--- src/rtl/ext_audio_pkg.sv ---
package ext_audio_pkg;
  localparam int AW = 7;
  localparam int DW = 16;
  localparam logic [AW-1:0] ADDR_CTL = 7'h2A;
  localparam logic [AW-1:0] ADDR_DAC = 7'h2C;
  localparam logic [AW-1:0] ADDR_ADC = 7'h32;
  localparam int RATE_N = 7;
  localparam logic [DW-1:0] RATE_TBL [RATE_N] = '{
    16'h1F40, 16'h2B11, 16'h3E80, 16'h5622, 16'h7D00, 16'hAC44, 16'hBB80
  };
  localparam logic [DW-1:0] RATE_DEFAULT = RATE_TBL[RATE_N-1];
  localparam logic [DW-1:0] CTL_RSVD_MASK = 16'h7BCA;

  // Nearest supported rate; ascending scan with <= makes ties pick the higher.
  function automatic logic [DW-1:0] snap_rate(input logic [DW-1:0] v);
    logic [DW-1:0] best;
    int unsigned best_d, d;
    best   = RATE_TBL[0];
    best_d = 32'hFFFF_FFFF;
    for (int i = 0; i < RATE_N; i++) begin
      d = (v > RATE_TBL[i]) ? 32'(v - RATE_TBL[i]) : 32'(RATE_TBL[i] - v);
      if (d <= best_d) begin
        best   = RATE_TBL[i];
        best_d = d;
      end
    end
    return best;
  endfunction

  function automatic logic is_supported(input logic [DW-1:0] v);
    logic hit;
    hit = 1'b0;
    for (int i = 0; i < RATE_N; i++) hit |= (v == RATE_TBL[i]);
    return hit;
  endfunction

  // Default slot code for each codec identifier.
  function automatic logic [1:0] slot_from_id(input logic [1:0] id);
    case (id)
      2'd0:    return 2'd1;
      2'd1:    return 2'd2;
      2'd2:    return 2'd2;
      default: return 2'd3;
    endcase
  endfunction
endpackage

--- src/rtl/ext_ctl_word.sv ---
module ext_ctl_word
  import ext_audio_pkg::*;
(
  input  logic       clk,
  input  logic       rst_n,
  input  logic       wr_hit,
  input  logic       w_vcfg,
  input  logic [1:0] w_slot,
  input  logic       w_spdif,
  input  logic       w_vra,
  input  logic       strap,
  input  logic [1:0] codec_id,
  output logic       lock_q,
  output logic       vcfg_q,
  output logic [1:0] slot_q,
  output logic       spdif_q,
  output logic       vra_q
);
  always_ff @(posedge clk) begin
    if (!rst_n) begin
      lock_q  <= strap;
      slot_q  <= strap ? 2'd0 : slot_from_id(codec_id);
      vcfg_q  <= 1'b0;
      spdif_q <= 1'b0;
      vra_q   <= 1'b0;
    end else if (wr_hit) begin
      vra_q <= w_vra;
      if (!lock_q) begin
        vcfg_q  <= w_vcfg;
        slot_q  <= w_slot;
        spdif_q <= w_spdif;
      end
    end
  end
endmodule

--- src/rtl/ext_rate_reg.sv ---
module ext_rate_reg
  import ext_audio_pkg::*;
#(
  parameter logic [AW-1:0] MY_ADDR = ADDR_DAC
) (
  input  logic          clk,
  input  logic          rst_n,
  input  logic          wr_en,
  input  logic [AW-1:0] addr,
  input  logic [DW-1:0] wdata,
  input  logic          vra,
  output logic [DW-1:0] rate_q
);
  logic hit;
  assign hit = wr_en && (addr == MY_ADDR);

  always_ff @(posedge clk) begin
    if (!rst_n)      rate_q <= RATE_DEFAULT;
    else if (!vra)   rate_q <= RATE_DEFAULT;
    else if (hit)    rate_q <= snap_rate(wdata);
  end
endmodule

--- src/rtl/ext_audio_regs.sv ---
module ext_audio_regs
  import ext_audio_pkg::*;
(
  input  logic          clk,
  input  logic          rst_n,
  input  logic          wr_en,
  input  logic [AW-1:0] addr,
  input  logic [DW-1:0] wdata,
  output logic [DW-1:0] rdata,
  input  logic          spdif_off_strap,
  input  logic [1:0]    codec_id,
  input  logic          spdif_cfg_ok,
  output logic          vra_en,
  output logic          spdif_en,
  output logic          vcfg,
  output logic [1:0]    slot_code,
  output logic [DW-1:0] dac_rate,
  output logic [DW-1:0] adc_rate,
  output logic          spdif_ctl_wr_ok
);
  logic          lock_q;
  logic          ctl_hit;
  logic [DW-1:0] ctl_word;

  assign ctl_hit = wr_en && (addr == ADDR_CTL);

  ext_ctl_word u_ctl (
    .clk      (clk),
    .rst_n    (rst_n),
    .wr_hit   (ctl_hit),
    .w_vcfg   (wdata[15]),
    .w_slot   (wdata[5:4]),
    .w_spdif  (wdata[2]),
    .w_vra    (wdata[0]),
    .strap    (spdif_off_strap),
    .codec_id (codec_id),
    .lock_q   (lock_q),
    .vcfg_q   (vcfg),
    .slot_q   (slot_code),
    .spdif_q  (spdif_en),
    .vra_q    (vra_en)
  );

  ext_rate_reg #(.MY_ADDR(ADDR_DAC)) u_dac (
    .clk(clk), .rst_n(rst_n), .wr_en(wr_en), .addr(addr), .wdata(wdata),
    .vra(vra_en), .rate_q(dac_rate)
  );

  ext_rate_reg #(.MY_ADDR(ADDR_ADC)) u_adc (
    .clk(clk), .rst_n(rst_n), .wr_en(wr_en), .addr(addr), .wdata(wdata),
    .vra(vra_en), .rate_q(adc_rate)
  );

  always_comb begin
    ctl_word     = '0;
    ctl_word[15] = vcfg;
    ctl_word[10] = spdif_cfg_ok && !lock_q;
    ctl_word[5:4] = slot_code;
    ctl_word[2]  = spdif_en;
    ctl_word[0]  = vra_en;
  end

  always_comb begin
    case (addr)
      ADDR_CTL: rdata = ctl_word;
      ADDR_DAC: rdata = dac_rate;
      ADDR_ADC: rdata = adc_rate;
      default:  rdata = '0;
    endcase
  end

  assign spdif_ctl_wr_ok = !spdif_en;
endmodule

--- config.mk ---
export PLATFORM = sky130hd
export DESIGN_NAME = ext_audio_regs
export DESIGN_NICKNAME = d
export VERILOG_FILES = /design/src/rtl/ext_audio_pkg.sv /design/src/rtl/ext_ctl_word.sv /design/src/rtl/ext_rate_reg.sv /design/src/rtl/ext_audio_regs.sv
export SDC_FILE = /design/constraint.sdc
export NUM_CORES = 1
export LEC_CHECK = 0
export ABC_AREA = 1
export BUFFER_PORTS_ARGS = -buffer_cell sky130_fd_sc_hd__buf_2
export CAP_MARGIN = 10
export CORE_MARGIN = 3
export CORE_UTILIZATION = 45
export DETAILED_ROUTE_END_ITERATION = 10
export PLACE_DENSITY_LB_ADDON = 0.2
export SYNTH_ARGS = -nofsm -noshare
export SYNTH_HDL_FRONTEND = slang
export SYNTH_SLANG_ARGS = --single-unit
--- constraint.sdc ---
create_clock -name clk -period 13.69 [get_ports clk]
set_clock_uncertainty 0.05 [all_clocks]
set_input_delay 2.738 -clock clk [delete_from_list [all_inputs] [get_ports clk]]
set_output_delay 2.738 -clock clk [all_outputs]
set_load 0.02 [all_outputs]
==> results of run 1 <==
## critical path: cells and delay by family
| kind | cells | cell delay, ns |
|---|---|---|
| compound gates | 17 | 2.12 |
| xor+xnor | 1 | 0.30 |
| fa+ha+maj | 7 | 1.93 |
| buf+inv | 24 | 2.88 |
| simple gates | 46 | 4.65 |
## stage by stage
stage	hold WS (ns)	TNS [ns]	power, mW
finish	0.450	-19.95	2.35
global route	0.471	-36.51	2.48
CTS	0.444	-1.71	2.01
detailed placement	0.431	-44.39	1.43
global placement	0.426	-35.86	1.40
floorplan	0.503	0	0.860
## registers in the layout, summed over array words and instances, names as in the netlist
name,flops
u_adc.rate_q,13
u_dac.rate_q,13
u_ctl.slot_q,2
u_ctl.lock_q,1
u_ctl.spdif_q,1
u_ctl.vcfg_q,1
u_ctl.vra_q,1
## cell families after synthesis
family	count (synthesis)	share of synthesized area (%)
AND/OR/NAND/NOR	608	29.0
AO/OA/AOI/OAI	392	26.5
buffers and inverters	254	12.0
adder cells (fa/ha/maj)	126	18.0
XOR/XNOR	68	6.80
flip-flops	32	7.65
other	1	0.0428
## cells in the final DEF (no fill, tap or decap), types with 13 or more instances in the layout
| cell | instances |
|---|---|
| ha_1 | 79 |
| xor2_1 | 65 |
| nor2_1 | 82 |
| ha_4 | 42 |
| a21oi_2 | 14 |
| o21ai_0 | 123 |
| a21oi_1 | 76 |
| nand2_1 | 327 |
| nor2_2 | 13 |
| buf_4 | 331 |
| nand2_4 | 18 |
| inv_2 | 27 |
| buf_6 | 28 |
| nand4_1 | 22 |
| o21a_1 | 14 |
| nand2_2 | 55 |
| dfxtp_1 | 29 |
| o21ai_4 | 16 |
| o21ai_2 | 27 |
| o21ai_1 | 26 |
| inv_1 | 142 |
| buf_2 | 76 |
| nand3_1 | 36 |
## per-layer routing
metal  vias up  GRT usage (%)  share of wire (%)
met2       803           60.3                 45
met3       198           4.86                9.3
met4         0           15.2                5.9
met1      5877           49.0                 39
met5         -              0                  0
li1       5778              -                  -
## what timing repair did
item | CTS | global route
resized for setup | 244 | 149
pin swaps | 72 | 111
cloned | 11 | 0
buffers inserted | 59 | 26
setup endpoints to repair | 26 | 26
## final cells by class
cell class | instances | area, um^2
clock buffers | 5 | 125
clock inverters | 3 | 41.3
fillers | 1422 | 4890
inverters | 183 | 741
multi-input cells | 1197 | 8510
flip-flops and latches | 32 | 671
well taps | 260 | 325
repair buffers | 454 | 3560
repair inverters | 4 | 27.5
## report_power, final
part	internal [mW]	switching [mW]	total, mW
Clock	0.0855	0.0435	0.129
Combinational	1.02	1.10	2.13
Sequential	0.0954	0.000582	0.0960
## worst max path at each step
| stage | startpoint | end | slack, ns | depth (start not counted) |
|---|---|---|---|---|
| after floorplan | wdata[7] | u_adc.rate_q[13]$_SDFFE_PN1P_ | 0.0003 | 93 |
| after global placement | wdata[2] | u_adc.rate_q[11]$_SDFFE_PN1P_ | -1.42 | 92 |
| after detailed placement | wdata[2] | u_dac.rate_q[6]$_SDFFE_PN0P_ | -1.75 | 91 |
| after CTS | wdata[2] | u_adc.rate_q[13]$_SDFFE_PN1P_ | -0.09 | 91 |
| after global routing | wdata[3] | u_dac.rate_q[12]$_SDFFE_PN1P_ | -1.46 | 97 |
| final | wdata[2] | u_adc.rate_q[12]$_SDFFE_PN1P_ | -0.81 | 95 |
==> impl_metrics.csv, run 1 <==
group,metric,value,unit
worst_setup_path,crit_type,"in -> reg",
sta,fin_crit_sh,106,%
sta,maxSlewViolCount,0,
worst_setup_path,slowest_stage,"ha_1",
cts,ctsHoldBuffers,0,
sta,max_freq,68.9,MHz
routing,wl,43800,um
yosys,synth_area_leader_cell,"ha_1",
cts,cts_buffers,5,
worst_hold_path,hold_path.class,"reg -> reg",
yosys,ys_ff_latch,32,
sta,rsz0062_at_grt,"yes",
placed_design,port_buffers,80,
yosys,synthTopCellsByArea,"ha_1 18%, nand2_1 16%, o21ai_0 10%",
routing,detail_route.wl_per_cell,20.5,um
run_status,status,"finished with violations",
cts,clockBufferDepth,2,
final_layout,areaGrowthSynthToFinish,59.8,%
final_layout,final_cells,2138,
yosys,synth_flop_cell,"dfxtp_1",
placed_design,place_hpwl,31200,um
yosys,post-synth-top-count-cell,"nand2_1",
worst_hold_path,whs_endpoint,"u_adc.rate_q[11]$_SDFFE_PN1P_",
yosys,ys_async_sr_fraction,0,%
yosys,synthCells,1481,
worst_hold_path,worstHoldStart,"u_adc.rate_q[11]$_SDFFE_PN1P_",
sta,worst_slack,-0.813,ns
cts,clock-sinks,32,
worst_setup_path,worstPathArrival,14.62,ns
worst_hold_path,holdPathStages,2,
power,irDropWorstVdd,0.0996,mV
grt,grt_pass1_vias,11600,
final_layout,fin_util,74.1,%
floorplanning,die_h,146,um
worst_setup_path,ff2ff_setup_slack,12.05,ns
worst_setup_path,slowest_delay,0.31,ns
yosys,ys_warn_count,0,
final_layout,stdcell_area,14000,um^2
cts,clkTransAtPathRegs,0.05,ns
placed_design,place_area,11400,um^2
worst_setup_path,worst_r2r_path_depth,4,
placed_design,globalplace.congestion,1.00,
placed_design,placedCellCount,2038,
floorplanning,die_area,21200,um^2
cts,cts_root_buf,"clkbuf_16",
grt,grt_usage,36.8,%
floorplanning,row_count,50,
sta,relSlewSlack,37.8,%
final_layout,drive_above_1_share,40.5,%
floorplanning,die_w,146,um
routing,drtIter0Drc,1583,
yosys,synth_top_area_share,18.0,%
sta,finalSetupViolCount,26,
placed_design,place_ws,-1.75,ns
yosys,ys_types,58,
yosys,synth_edf_count,3,
routing,ant_nets,0,
sta,worstMarginPinSlew,0.925,ns
worst_setup_path,cp_data_required_time,13.80,ns
grt,overflow,0,
floorplanning,core_area,18900,um^2
sta,period_needed,14.50,ns
sta,hold_viol,0,
cts,h-tree-depth,2,
power,power.density,168,nW/um^2
worst_setup_path,end_kind,"register",
cts,cts_tree,"yes",
floorplanning,ioPinCount,84,
routing,vias_per_cell,5.92,
worst_setup_path,r2r-start,"u_ctl.vra_q$_SDFFE_PN0P_",
worst_setup_path,cpMostUsedCell,"nand2_1",
yosys,synth.avg_cell_area,5.92,um^2
worst_setup_path,crit_path_max_fanout,8,
final_layout,nNetsFinal,2033,
floorplanning,start_util,46.4,%
cts,clkLatencyLatePin,0.28,ns
yosys,yosysSeqAreaShare,7.65,%
yosys,synth_area,8760,um^2
routing,drt_drc_violations_left,0,
final_layout,diodes,0,
worst_setup_path,critical_path.startpoint_type,"input port",
job,maxCapViolCount,0,
routing,vias,12700,
routing,drt-pass1-iter-count,6,
power,p_leak,6.77,nW
grt,grt_max_degree,29,
run_status,violations,"negative setup slack",
worst_setup_path,r2r_end,"u_dac.rate_q[10]$_SDFFE_PN0P_",
grt,antenna_found_initial,0,
yosys,synth_common_cells,"385 x nand2_1, 182 x o21ai_0, 159 x inv_1, 126 x ha_1, 95 x nor2_1",
grt,grt_pass1_wl,63200,um
Power figures use the tool's default switching activity.
==> run 2, diff against run 1 <==
Settings changed: CORE_UTILIZATION 45 to 57.
==> run 2 against run 1 <==
  * The run now fails in global routing (5_1_grt)
  * Synthesized cell count unchanged
  * Synthesized area is the same
==> impl_metrics.csv, run 2 <==
group,metric,value,unit
placed_design,port_buffers,80,
yosys,synth_common_cells,"385 x nand2_1, 182 x o21ai_0, 159 x inv_1, 126 x ha_1, 95 x nor2_1",
cts,cts_buffers,5,
placed_design,place_area,11200,um^2
placed_design,place_ws,-2.03,ns
sta,worst_endpoint,"u_dac.rate_q[13]$_SDFFE_PN1P_/D",
floorplanning,start_util,59.2,%
yosys,ys_warn_count,0,
cts,clock-sinks,32,
yosys,ys_ff_latch,32,
cts,ctsHoldBuffers,0,
yosys,ys_types,58,
floorplanning,die_w,130,um
placed_design,placedCellCount,1956,
floorplanning,die_h,130,um
yosys,yosysSeqAreaShare,7.65,%
yosys,synth.avg_cell_area,5.92,um^2
floorplanning,ioPinCount,84,
placed_design,globalplace.congestion,1.08,
run_status,tool.error,"[ERROR GRT-0232] Routing congestion too high. Check the congestion heatmap in the GUI.",
cts,h-tree-depth,2,
yosys,synth_flop_cell,"dfxtp_1",
grt,grt_max_degree,29,
yosys,post-synth-top-count-cell,"nand2_1",
yosys,synthTopCellsByArea,"ha_1 18%, nand2_1 16%, o21ai_0 10%",
placed_design,place_hpwl,29600,um
yosys,synth_area_leader_cell,"ha_1",
cts,cts_root_buf,"clkbuf_16",
floorplanning,row_count,44,
grt,overflow,461,
grt,grt_usage,87.2,%
yosys,synthCells,1481,
sta,worstEpCategory,"register input",
run_status,stop_stage,"global routing (5_1_grt)",
yosys,synth_edf_count,3,
run_status,status,"aborted with a tool error",
yosys,synth_area,8760,um^2
cts,clockBufferDepth,2,
yosys,synth_top_area_share,18.0,%
yosys,ys_async_sr_fraction,0,%
==> run 2: cell counts after synthesis <==
Identical to the previous run, type by type.
==> run 2: repair_timing <==
item                                    CTS
resized for setup                       215
gates cloned                              6
setup buffers                            49
pin swaps                                85
endpoints found under the setup margin   26
==> run 2: metrics by stage <==
step	util [%]	hold WS, ns
3_5_place_dp	75.6	0.436
4_1_cts	85.5	0.453
3_3_place_gp	75.6	0.426
2_1_floorplan	-	0.503
==> run 2: cells by family after synthesis <==
group	synth area share [%]
other	0.0428
AND/OR/NAND/NOR	29.0
flip-flops	7.65
adder cells (fa/ha/maj)	18.0
AO/OA/AOI/OAI	26.5
buffers and inverters	12.0
XOR/XNOR	6.80
==> run 2: metal layers <==
metal	global-route usage [%]	GRT overflow
met4	92.7	161
met1	83.6	8
met2	103	274
met3	74.3	15
met5	42.1	3
==> run 3, diff against run 2 <==
Settings changed: CORE_UTILIZATION 57 to 40, PLACE_DENSITY_LB_ADDON 0.2 to 0.15.
Clock period 13.69 ns to 17.8 ns, I/O delays scaled along.
==> run 3 against run 2 <==
  * The flow now finishes without violations
==> impl_metrics.csv, run 3 (same netlist as run 1, synthesis figures left out) <==
group,metric,value,unit
run_status,status,"completed",
sta,finalSetupViolCount,0,
worst_setup_path,cp_num_buf_inv,17,
worst_setup_path,crit_type,"in -> reg",
cts,cts_root_buf,"clkbuf_16",
sta,hold_viol,0,
grt,grt_pass1_vias,9468,
final_layout,final_common_cell,"nand2_1",
final_layout,fin_util,46.0,%
cts,clkTransAtPathRegs,0.06,ns
cts,clockBufferDepth,2,
cts,cts_tree,"yes",
worst_setup_path,end_kind,"register",
worst_hold_path,hold_path.class,"reg -> reg",
floorplanning,die_h,154,um
final_layout,fillCellCount,2302,
placed_design,globalplace.congestion,0.989,
floorplanning,ioPinCount,84,
final_layout,reg_top3,"u_adc.rate_q: 13 flops, u_dac.rate_q: 13 flops, u_ctl.slot_q: 2 flops",
cts,h-tree-depth,2,
grt,grt_pass1_wl,54100,um
worst_setup_path,critical_path.startpoint_type,"input port",
routing,drt-pass1-iter-count,8,
sta,relSlewSlack,46.4,%
worst_setup_path,cpMostUsedCell,"nand2_1",
worst_setup_path,worstPathArrival,16.85,ns
worst_setup_path,cp_data_required_time,17.91,ns
job,maxCapViolCount,0,
worst_setup_path,crit_family,"compound AO/OA/AOI/OAI gates",
cts,clock-sinks,32,
final_layout,final_cells,1826,
routing,drt_drc_violations_left,0,
routing,drtIter0Drc,1114,
power,irDropWorstVdd,0.0485,mV
sta,hold_slack,0.442,ns
final_layout,layout_common_cells,"385 x nand2_1, 164 x o21ai_0, 155 x inv_1, 126 x ha_1, 92 x nor2_1",
final_layout,nNetsFinal,1706,
power,p_leak,4.86,nW
sta,worstMarginPinSlew,0.803,ns
floorplanning,core_area,21300,um^2
routing,vias,10300,
floorplanning,start_util,41.2,%
worst_setup_path,slowest_delay,0.39,ns
floorplanning,die_w,154,um
final_layout,areaGrowthSynthToFinish,11.7,%
final_layout,drive_above_1_share,14.1,%
placed_design,port_buffers,80,
placed_design,place_hpwl,29200,um
placed_design,placedCellCount,1811,
routing,vias_per_cell,5.66,
routing,detail_route.wl_per_cell,19.4,um
routing,wl,35500,um
sta,period_needed,16.74,ns
cts,clkLatencyLatePin,0.28,ns
sta,fin_crit_sh,94.0,%
grt,antenna_found_initial,0,
worst_setup_path,slowest_stage,"a2111oi_1",
floorplanning,die_area,23700,um^2
routing,ant_nets,0,
sta,rsz0062_at_grt,"no",
power,power.density,101,nW/um^2
cts,cts_buffers,5,
grt,overflow,0,
grt,grt_usage,28.6,%
grt,grt_max_degree,29,
final_layout,diodes,0,
worst_setup_path,crit_path_max_fanout,24,
floorplanning,row_count,53,
sta,maxSlewViolCount,0,
sta,max_freq,59.7,MHz
-- run 3: metrics by stage --
stage                     worst slack, ns  area, um^2  power (mW)  TNS (ns)
final                                1.06        9790       0.993         0
after detailed placement           -0.317        9490       0.855     -6.13
after floorplan                      2.39        8770       0.654         0
after CTS                          0.0188        9660       0.959         0
after global placement            -0.0985        9490       0.852     -1.05
after global routing               0.0100        9790        1.10         0
-- run 3: where the power goes --
group	total, mW	internal, mW	switching [mW]
logic	0.820	0.284	0.536
registers	0.0737	0.0734	0.000361
clock network	0.0987	0.0658	0.0330
-- run 3: repair_timing --
| action | CTS | global route |
|---|---|---|
| pin swaps | 0 | 2 |
| setup endpoints to repair | 14 | 26 |
| buffers inserted | 0 | 7 |
| resized for setup | 2 | 37 |
| hold buffers | 0 | 0 |
-- run 3: area by class of cell --
class / count / area [um^2] / share of cell area (%)
clock buffer: 5 / 125 / 1.28
clock inverter: 3 / 41.3 / 0.422
inverter: 183 / 706 / 7.21
multi-input combinational: 1197 / 7110 / 72.7
sequential: 32 / 671 / 6.85
tap: 275 / 344 / 3.51
timing repair buffer: 131 / 790 / 8.06
-- run 3: layer usage --
metal  part of all wire, %  GRT usage, %  vias to the layer above  routed length [um]
li1                      -             -                     5116                   -
met3                   8.8          3.94                       71                3120
met5                     0             0                        -                   0
met4                   2.7          6.48                        0                 965
met2                    43          44.6                      491               15300
met1                    45          41.8                     4662               16100
-- run 3: path summary, 6_finish.rpt --
check                               start                             to  slack, ns  cells after the start
max                              wdata[2]  u_adc.rate_q[14]$_SDFFE_PN0P_       1.06                     88
min          u_adc.rate_q[7]$_SDFFE_PN1P_   u_adc.rate_q[7]$_SDFFE_PN1P_       0.44                      2
min reg2reg  u_adc.rate_q[7]$_SDFFE_PN1P_   u_adc.rate_q[7]$_SDFFE_PN1P_       0.44                      2
max reg2reg      u_ctl.vra_q$_SDFFE_PN0P_   u_dac.rate_q[4]$_SDFFE_PN0P_      16.30                      4
-- run 3: worst reg2reg max path: cells and delay by family, from the launching register on --
| kind | cells | cell delay, ns |
|---|---|---|
| AND/OR/NAND/NOR | 1 | 0.38 |
| flip-flops | 1 | 0.37 |
| buffers and inverters | 1 | 0.37 |
| AO/OA/AOI/OAI | 2 | 0.26 |
==> run 4, diff against run 3 <==
Settings changed: CELL_PAD_IN_SITES_DETAIL_PLACEMENT from default to 1, CELL_PAD_IN_SITES_GLOBAL_PLACEMENT from default to 1.
==> run 4 against run 3 <==
  * Critical path depth decreased by 7
  * Global-route usage rose by 3.7 points
  * Non-clock buffer count grew 5
  * Clock power hardly changed
  * Hold slack better by 0.0031 ns
  * Setup slack better by 0.058 ns
  * Register-to-register slack lost 0.10 ns
  * Largest power group unchanged
==> impl_metrics.csv, run 4 (same netlist as run 1, synthesis figures left out) <==
group,metric,value,unit
final_layout,layout_common_cells,"384 x nand2_1, 160 x o21ai_0, 156 x inv_1, 126 x ha_1, 93 x nor2_1",
routing,wl,39900,um
worst_setup_path,slowest_stage,"o21ai_0",
power,p_leak,4.90,nW
placed_design,place_ws,-0.243,ns
worst_setup_path,crit_type,"in -> reg",
worst_setup_path,ff2ff_setup_slack,16.20,ns
worst_setup_path,r2r_end,"u_adc.rate_q[10]$_SDFFE_PN0P_",
worst_setup_path,worstPathArrival,16.76,ns
floorplanning,die_area,23700,um^2
sta,worstMarginPinSlew,0.967,ns
worst_hold_path,whs_endpoint,"u_adc.rate_q[13]$_SDFFE_PN1P_",
worst_setup_path,crit_family,"compound AO/OA/AOI/OAI gates",
cts,ctsHoldBuffers,0,
final_layout,final_common_cell,"nand2_1",
grt,grt_pass1_vias,10500,
cts,clockBufferDepth,2,
run_status,status,"completed",
sta,maxSlewViolCount,0,
sta,relSlewSlack,35.4,%
floorplanning,core_area,21300,um^2
sta,max_freq,59.9,MHz
cts,clkLatencyLatePin,0.28,ns
floorplanning,ioPinCount,84,
routing,drt_drc_violations_left,0,
grt,grt_pass1_wl,60700,um
worst_hold_path,hold_path.class,"reg -> reg",
sta,finalSetupViolCount,0,
floorplanning,die_w,154,um
placed_design,port_buffers,80,
grt,grt_usage,32.3,%
worst_setup_path,cpMostUsedCell,"nand2_1",
worst_setup_path,slowest_delay,0.48,ns
grt,antenna_found_initial,0,
sta,finalSetupTns,0,ns
job,maxCapViolCount,0,
cts,cts_root_buf,"clkbuf_16",
routing,vias_per_cell,5.89,
sta,worst_slack,1.12,ns
cts,cts_buffers,5,
routing,detail_route.wl_per_cell,21.8,um
final_layout,nNetsFinal,1711,
cts,cts_tree,"yes",
placed_design,globalplace.congestion,0.983,
final_layout,diodes,0,
worst_setup_path,end_kind,"register",
worst_setup_path,worst_r2r_path_depth,4,
grt,overflow,0,
routing,drtIter0Drc,827,
cts,h-tree-depth,2,
worst_setup_path,crit_path_max_fanout,23,
worst_hold_path,worstHoldStart,"u_adc.rate_q[13]$_SDFFE_PN1P_",
power,irDropWorstVdd,0.0482,mV
worst_setup_path,cp_data_required_time,17.88,ns
final_layout,drive_above_1_share,14.7,%
cts,clock-sinks,32,
cts,clkTransAtPathRegs,0.05,ns
worst_hold_path,holdPathStages,2,
sta,hold_viol,0,
power,power.density,106,nW/um^2
grt,grt_max_degree,29,
routing,ant_nets,0,
final_layout,reg_top3,"u_adc.rate_q: 13 flops, u_dac.rate_q: 13 flops, u_ctl.slot_q: 2 flops",
worst_setup_path,critical_path.startpoint_type,"input port",
worst_setup_path,r2r-start,"u_ctl.vra_q$_SDFFE_PN0P_",
floorplanning,die_h,154,um
floorplanning,row_count,53,
routing,vias,10800,
sta,fin_crit_sh,93.7,%
routing,drt-pass1-iter-count,5,
final_layout,areaGrowthSynthToFinish,12.4,%
sta,rsz0062_at_grt,"no",
worst_setup_path,cp_num_buf_inv,13,
placed_design,place_hpwl,33000,um
sta,period_needed,16.68,ns
floorplanning,start_util,41.2,%
run 4: worst max path at each step:
stage / startpoint / endpoint / slack [ns] / cells after the start
6_report: wdata[2] / u_adc.rate_q[2]$_SDFFE_PN0P_ / 1.12 / 81
5_1_grt: wdata[2] / u_adc.rate_q[2]$_SDFFE_PN0P_ / 0.04 / 87
4_1_cts: wdata[2] / u_adc.rate_q[2]$_SDFFE_PN0P_ / 0.006 / 88
3_5_place_dp: wdata[2] / u_adc.rate_q[2]$_SDFFE_PN0P_ / -0.24 / 88
3_3_place_gp: wdata[2] / u_adc.rate_q[6]$_SDFFE_PN0P_ / 0.24 / 91
2_1_floorplan: wdata[7] / u_adc.rate_q[13]$_SDFFE_PN1P_ / 2.39 / 87
run 4: where the power goes:
| group | leakage [nW] | switching (mW) | internal [mW] |
|---|---|---|---|
| clock network | 0.0841 | 0.0327 | 0.0658 |
| logic | 4.55 | 0.569 | 0.306 |
| registers | 0.264 | 0.000456 | 0.0734 |
| total | 4.90 | 0.602 | 0.445 |
run 4: what timing repair did:
item,in CTS,in global routing
setup endpoints to repair,0,26
buffers inserted,0,13
endpoints found under the hold margin,0,0
gates resized for setup,0,47
run 4: cell type report:
type | instances | area (um^2)
clock buffers | 5 | 125
clock inverters | 3 | 41.3
fillers | 2986 | 11400
inverters | 183 | 702
multi-input cells | 1197 | 7150
flip-flops and latches | 32 | 671
well taps | 275 | 344
repair buffers | 136 | 821
run 4: worst reg2reg max path, delay by kind of cell, from the launching register on:
kind | cells | cell delay (ns)
and+or+nand+nor | 1 | 0.41
buffers and inverters | 1 | 0.41
DFF | 1 | 0.37
AOI/OAI and AO/OA | 2 | 0.29
run 4: per-stage QoR:
stage               util (%)  total power, mW  hold WS [ns]  std cells  area [um^2]
floorplan                  -            0.654         0.503       1483         8770
global placement        44.6            0.862         0.431       1810         9490
detailed placement      44.6            0.887         0.435       1810         9490
CTS                     45.3            0.989         0.449       1818         9650
global route            46.3             1.15         0.479       1831         9850
finish                  46.3             1.05         0.445       1831         9850
run 4: layer usage:
metal | vias to the layer above | track usage (%) | part of all wire (%) | routed length [um]
met2 | 432 | 51.1 | 44 | 17600
met1 | 5172 | 45.7 | 46 | 18300
met3 | 77 | 4.28 | 6.6 | 2620
met4 | 0 | 9.50 | 3.5 | 1400
met5 | - | 0 | 0 | 0
li1 | 5104 | - | - | -
